File: src/rtl/sel_rpl_adjust.sv
module sel_rpl_adjust #(
  parameter int SEL_W  = 16,
  parameter int RPL_W  = 2,
  parameter int MODE_W = 3,
  parameter int EXC_W  = 2
) (
  input  logic              clk,
  input  logic              rst_n,
  input  logic              in_valid,
  input  logic [SEL_W-1:0]  dst_sel,
  input  logic [SEL_W-1:0]  src_sel,
  input  logic [MODE_W-1:0] cpu_mode,
  output logic              out_done,
  output logic [SEL_W-1:0]  out_result,
  output logic              out_result_we,
  output logic              out_zf,
  output logic              out_zf_we,
  output logic [EXC_W-1:0]  out_exc
);

  localparam logic [MODE_W-1:0] M_PROT   = MODE_W'(2);
  localparam logic [MODE_W-1:0] M_COMPAT = MODE_W'(3);
  localparam logic [MODE_W-1:0] M_LONG   = MODE_W'(4);
  localparam logic [EXC_W-1:0]  E_NONE   = EXC_W'(0);
  localparam logic [EXC_W-1:0]  E_UD     = EXC_W'(1);
  localparam logic [EXC_W-1:0]  E_ALT    = EXC_W'(2);
  localparam int                HI_W     = SEL_W - RPL_W;

  logic [RPL_W-1:0] d_rpl, s_rpl, new_rpl;
  logic             legal, raise;
  logic [EXC_W-1:0] exc_nxt;

  assign d_rpl   = dst_sel[RPL_W-1:0];
  assign s_rpl   = src_sel[RPL_W-1:0];
  assign legal   = (cpu_mode == M_PROT) || (cpu_mode == M_COMPAT);
  assign raise   = legal && (d_rpl < s_rpl);
  assign new_rpl = raise ? s_rpl : d_rpl;
  assign exc_nxt = legal ? E_NONE : ((cpu_mode == M_LONG) ? E_ALT : E_UD);

  always_ff @(posedge clk) begin
    if (!rst_n) begin
      out_done      <= 1'b0;
      out_result    <= '0;
      out_result_we <= 1'b0;
      out_zf        <= 1'b0;
      out_zf_we     <= 1'b0;
      out_exc       <= E_NONE;
    end else begin
      out_done      <= in_valid;
      out_result_we <= in_valid && legal;
      out_zf_we     <= in_valid && legal;
      if (in_valid) begin
        out_result <= {dst_sel[SEL_W-1:RPL_W], new_rpl};
        out_zf     <= raise;
        out_exc    <= exc_nxt;
      end
    end
  end


  done_follow_chk: assert property (@(posedge clk) disable iff (!rst_n)
    in_valid |=> out_done);

  no_spurious_done_chk: assert property (@(posedge clk) disable iff (!rst_n)
    !in_valid |=> !out_done);

  exc_blocks_we_chk: assert property (@(posedge clk) disable iff (!rst_n)
    (out_exc != E_NONE) |-> (!out_result_we && !out_zf_we));

  we_needs_done_chk: assert property (@(posedge clk) disable iff (!rst_n)
    !out_done |-> (!out_result_we && !out_zf_we));

  upper_pass_chk: assert property (@(posedge clk) disable iff (!rst_n)
    in_valid |=> (out_result[SEL_W-1:RPL_W] == $past(dst_sel[SEL_W-1:RPL_W])));

  never_below_src_chk: assert property (@(posedge clk) disable iff (!rst_n)
    in_valid |=> (!out_result_we || (out_result[RPL_W-1:0] >= $past(s_rpl))));

  zf_marks_change_chk: assert property (@(posedge clk) disable iff (!rst_n)
    in_valid |=> (out_zf == (out_result[RPL_W-1:0] != $past(d_rpl))));

  hold_chk: assert property (@(posedge clk) disable iff (!rst_n)
    !in_valid |=> ($stable(out_result) && $stable(out_zf) && $stable(out_exc)));

  initial assert (HI_W > 0) else $error("selector narrower than privilege field");

endmodule

File: config.mk
export PLATFORM = sky130hd
export DESIGN_NAME = sel_rpl_adjust
export DESIGN_NICKNAME = d
export VERILOG_FILES = /design/src/rtl/sel_rpl_adjust.sv
export SDC_FILE = /design/constraint.sdc
export NUM_CORES = 1
export LEC_CHECK = 0
export ABC_AREA = 1
export CELL_PAD_IN_SITES_DETAIL_PLACEMENT = 1
export CELL_PAD_IN_SITES_GLOBAL_PLACEMENT = 1
export CORE_MARGIN = 4
export CORE_UTILIZATION = 41
export CTS_CLUSTER_SIZE = 10
export DETAILED_ROUTE_END_ITERATION = 7
export DONT_BUFFER_PORTS = 1
export PLACE_DENSITY_LB_ADDON = 0.1
export REMOVE_ABC_BUFFERS = 1
export SYNTH_ARGS = -nofsm -noshare
export SYNTH_HDL_FRONTEND = slang
export SYNTH_SLANG_ARGS = --single-unit
File: constraint.sdc
create_clock -name clk -period 1.3 [get_ports clk]
set_input_delay 0.195 -clock clk [delete_from_list [all_inputs] [get_ports clk]]
set_output_delay 0.195 -clock clk [all_outputs]
set_load 0.01 [all_outputs]
==> results of run 1 <==
-- logic make-up after synthesis --
family / count (synthesis) / share of synthesized area
buffers and inverters: 12 / 0.08640
and+or+nand+nor: 47 / 0.2346
DFF: 21 / 0.5185
AOI/OAI and AO/OA: 23 / 0.1451
adders and majority gates: 1 / 0.01543
-- synthesized netlist by cell type --
cell type	number
clkbuf_8	1
inv_2	1
nor2_4	1
nor2_1	33
buf_1	1
o21ai_0	18
buf_4	2
a21oi_1	4
nor2_2	1
dfxtp_1	21
ha_1	1
a21boi_0	1
buf_6	1
clkbuf_1	1
inv_1	5
nand2_1	9
nand3_1	3
-- cells in the final DEF (no fill, tap or decap) --
cell type / count
clkinv_2: 1
clkbuf_4: 3
o21ai_0: 18
nand2_1: 9
nand3_1: 3
inv_2: 1
dlygate4sd3_1: 2
a21oi_1: 4
nor2_1: 33
inv_1: 5
nor2_2: 1
a21boi_0: 1
dfxtp_1: 21
ha_1: 1
nor2_4: 1
-- report_power, final --
part	switching, mW	total (mW)	internal, mW
logic	0.0516	0.0898	0.0381
registers	0.0469	0.734	0.687
clock network	0.197	0.312	0.114
total	0.296	1.14	0.839
-- cell type report --
cell class,instances,share of cell area
Clock inverter,1,0.005944
Clock buffer,3,0.02675
Sequential cell,21,0.4993
Multi-Input combinational cell,71,0.3804
Timing Repair Buffer,2,0.02377
Inverter,6,0.02675
Tap cell,25,0.03715
-- layer usage --
layer,up-vias,share of wire,GRT usage
li1,332,-,-
met5,-,0,0
met2,26,0.49,0.2603
met4,0,0,0.05106
met1,318,0.42,0.1687
met3,0,0.092,0.05983
-- metrics by stage --
| step | hold WS, ns | area (sq um) | setup WS, ns | power [mW] |
|---|---|---|---|---|
| floorplan | 0.2885 | 763.2 | 0.3816 | 0.8108 |
| global placement | 0.2943 | 794.5 | 0.3285 | 0.8268 |
| detailed placement | 0.2987 | 794.5 | 0.2816 | 0.8356 |
| CTS | 0.001314 | 832.0 | 0.3549 | 1.150 |
| global route | 0.001657 | 842.1 | 0.3221 | 1.206 |
| finish | 0.009434 | 842.1 | 0.3692 | 1.135 |
-- how the worst max path moves through the flow --
stage / from / end / slack (ns)
after global routing: out_zf_we$_SDFF_PN0_ / out_result_we / 0.32
after CTS: out_zf_we$_SDFF_PN0_ / out_zf_we / 0.35
after detailed placement: src_sel[1] / out_result[0]$_SDFFE_PN0P_ / 0.28
after global placement: src_sel[1] / out_result[0]$_SDFFE_PN0P_ / 0.33
after floorplan: src_sel[1] / out_result[0]$_SDFFE_PN0P_ / 0.38
final: out_zf_we$_SDFF_PN0_ / out_zf_we / 0.37
-- flip-flops by register name, indices dropped and copies added (netlist names) --
register	cells
out_zf	1
out_done	1
out_exc	2
out_zf_we	1
out_result	16
-- timing repair --
item                       4_1_cts  5_1_grt
hold buffers                     1        1
setup endpoints to repair        0        0
hold endpoints to repair         2        1
resized for setup                0        0
==> flow_summary.yaml, run 1 <==
run_status:
  status: "complete, no violations"
sta:
  tightest_slew_ns: 0.2667
  fin_crit_ns: 0.9308
  finClkSkew_ns: 0
  drv_slew: 0
  hold_viol: 0
  finalCritPeriodShare: 0.7160
  fin_setup_tns_ns: 0
  rsz0062_at_grt: "false"
  slew_headroom: 0.8219
  timing.fmax_mhz: 1074
  setup_viol: 0
cells_and_area:
  regArea_sq_um: 420.4
  layout-drive-gt1-share: 0.06731
  antenna_cells: 0
  area_delta_synth_final_pct: 3.858
  nets: 144
  fill_cells: 231
  multi_input_area_sq_um: 320.3
  utilization: 0.4674
  stdcell_count: 129
floorplanning:
  die_w_microns: 52.47
  io_pins: 60
  die_y_microns: 52.47
  start_util: 0.4500
  coreArea_sq_um: 1802
  die-area_sq_um: 2753
  std_cell_rows: 15
job:
  maxCapViolCount: 0
logic_synthesis:
  synth_top_cell_area_share: 0.5185
  yosysUniqueCellTypes: 17
  synth-seq-cells: 21
  yosys-top-cells-area: "dfxtp_1, nor2_1, o21ai_0"
  syn_area_sq_um: 810.8
  synth_cells: 104
  yosysSeqAreaShare: 0.5185
  syn_avg_cell_area_sq_um: 7.796
  yosysWarnings: 0
  yosysTopAreaCell: "dfxtp_1"
grt:
  grt_pass1_wl_microns: 3098
  antenna_found_initial: 0
  grt_max_degree: 25
  grt_usage: 0.1517
  grt_overflow_total: 0
  grt_pass1_vias: 734
drt:
  viasPerCell: 5.240
  drtAntennaViolNets: 0
  routed_wirelength_microns: 1908
  num_vias: 676
  drt-wirelength-per-cell_microns: 14.79
  drt-pass1-iter-count: 2
  drt-initial-drc-count: 1
  drc: 0
clock_network:
  clockBufferDepth: 2
  post_cts_buffers: 0
  clkTransAtPathRegs_ns: 0.11
  clk_latency_ns: 0.30
  cts_tree: "built"
  cts_buffers: 3
  cts_sinks: 21
  htree_levels: 1
  clockRootBuffer: "clkbuf_4"
placement:
  io_buffers: 0
  numPlacedInstances: 123
  post-dp-hpwl_microns: 1348
  place.gp.congestion: 0.7059
critical_path:
  rrSetupSlack_ns: 0.58
  crit_type: "flop to primary output"
  startpoint_type: "flop"
  worstReg2RegEnd: "out_exc[1]$_SDFFE_PN0P_"
  cp-end-kind: "primary output"
  worstPathMaxFanout: 2
  crit_required_ns: 1.11
  r2r-start: "out_exc[1]$_SDFFE_PN0P_"
  r2r_cells: 2
  crit_cells: 0
  worstPathArrival_ns: 0.74
hold_path:
  hold_start: "in_valid"
  whs_path_depth: 2
  min_path_type: "input port to flop"
  hold_end: "out_done$_SDFF_PN0_"
power_and_ir_drop:
  ir_drop_uv: 635.5
  p_leak_nw: 0.3706
  p_per_area_nw_per_um2: 1348
(Power assumes the default switching activity.)
==> run 2, diff against run 1 <==
CORE_UTILIZATION = 38   (was 41)
clock period = 0.9 ns   (was 1.3 ns; I/O delays follow)
==> flow_summary.yaml, run 2 (same netlist as run 1, synthesis figures left out) <==
clock_network:
  clockRootBuffer: "clkbuf_4"
  htree_levels: 1
  cts_buffers: 3
  clkTransAtPathRegs_ns: 0.12
  clk_latency_ns: 0.30
  cts_tree: "built"
  post_cts_buffers: 0
  cts_sinks: 21
  clockBufferDepth: 2
cells_and_area:
  multi_input_area_sq_um: 320.3
  layout_commonest_cell: "nor2_1"
  largest-register: "out_result"
  stdcell_count: 134
  antenna_cells: 0
  final_area_sq_um: 880.8
  layout-drive-gt1-share: 0.09346
  top_regs: "out_result: 16 flops, out_exc: 2 flops"
  area_delta_synth_final_pct: 8.642
  nets: 147
  layout_common_cells: "nor2_1, o21ai_0, dfxtp_1"
  regArea_sq_um: 424.2
  largest_reg_flops: 16
  fill_cells: 254
  utilization: 0.4400
placement:
  detailedPlace.worstSlack_ns: -0.03196
  io_buffers: 0
  post-dp-hpwl_microns: 1279
  numPlacedInstances: 125
  place.gp.congestion: 0.6490
  place_area_sq_um: 797.0
critical_path:
  rrSetupSlack_ns: 0.20
  crit_required_ns: 0.76
  worstPathArrival_ns: 0.71
  crit_type: "flop to primary output"
  startpoint_type: "flop"
  r2r_cells: 2
  r2r-start: "out_exc[1]$_SDFFE_PN0P_"
  cp-end-kind: "primary output"
  worstPathMaxFanout: 2
  worstReg2RegEnd: "out_exc[1]$_SDFFE_PN0P_"
grt:
  grt_overflow_total: 0
  grt_max_degree: 21
  grt_usage: 0.1376
  antenna_found_initial: 0
  grt_pass1_wl_microns: 2815
  grt_pass1_vias: 648
hold_path:
  whs_path_depth: 2
  hold_start: "rst_n"
  min_path_type: "input port to flop"
  hold_end: "out_result[11]$_SDFFE_PN0P_"
sta:
  fin_crit_ns: 0.8464
  drv_slew: 0
  slew_headroom: 0.7950
  tightest_slew_ns: 0.3074
  worst_slack_ns: 0.05362
  setup_viol: 0
  rsz0062_at_grt: "false"
  fin_setup_tns_ns: 0
  timing.fmax_mhz: 1182
  finalCritPeriodShare: 0.9404
  finClkSkew_ns: 0
  fin_hold_ws_ns: -0.04539
  hold_viol: 19
floorplanning:
  start_util: 0.4050
  coreArea_sq_um: 2002
  std_cell_rows: 16
  die_y_microns: 54.19
  die-area_sq_um: 2937
  die_w_microns: 54.19
  io_pins: 60
power_and_ir_drop:
  ir_drop_uv: 672.9
  p_total_mw: 1.657
  p_per_area_nw_per_um2: 1882
  p_leak_nw: 0.3917
drt:
  drt-initial-drc-count: 0
  drtAntennaViolNets: 0
  drc: 0
  viasPerCell: 4.896
  routed_wirelength_microns: 1910
  drt-pass1-iter-count: 1
  num_vias: 656
  drt-wirelength-per-cell_microns: 14.25
job:
  maxCapViolCount: 0
run_status:
  status: "finished, violations left"
  violations: "hold timing"
[run 2: cell count changes in the layout (fill, tap and decap cells not counted)]
cell	before	now
dfxtp_1	21	18
dlygate4sd3_1	2	4
dlymetal6s4s_1	0	1
dfxtp_2	0	3
[run 2: layer usage]
layer,part of all wire,global-route usage
met1,0.42,0.1617
met2,0.46,0.2231
met3,0.11,0.03878
met4,0.0099,0.07469
met5,0,0
[run 2: worst max-delay path by stage]
stage	endpoint	cells after the start	slack, ns	from
4_1_cts	out_exc[0]$_SDFFE_PN0P_	3	0.01	in_valid
3_5_place_dp	out_result[1]$_SDFFE_PN0P_	7	-0.03	src_sel[1]
6_report	out_exc[1]	0	0.05	out_exc[1]$_SDFFE_PN0P_
5_1_grt	out_exc[1]	0	0.002	out_exc[1]$_SDFFE_PN0P_
2_1_floorplan	out_result[0]$_SDFFE_PN0P_	7	0.04	src_sel[1]
3_3_place_gp	out_result[1]$_SDFFE_PN0P_	7	-0.01	src_sel[1]
[run 2: final cells by class]
| type | count | share of cell area |
|---|---|---|
| Tap cell | 27 | 0.03835 |
| Multi-Input combinational cell | 71 | 0.3636 |
| Inverter | 6 | 0.02557 |
| Timing Repair Buffer | 5 | 0.05966 |
| Clock buffer | 3 | 0.02557 |
| Sequential cell | 21 | 0.4815 |
| Clock inverter | 1 | 0.005682 |
[run 2: what timing repair did]
item | 4_1_cts | 5_1_grt
endpoints found under the hold margin | 21 | 19
resized for setup | 1 | 3
hold buffers | 3 | 2
setup endpoints to repair | 2 | 5
[run 2: power breakdown]
group          switching [mW]  leakage [nW]  internal, mW
logic                  0.0788         0.199        0.0640
registers              0.0672         0.175         0.993
clock network           0.288        0.0177         0.166
total                   0.434         0.392          1.22
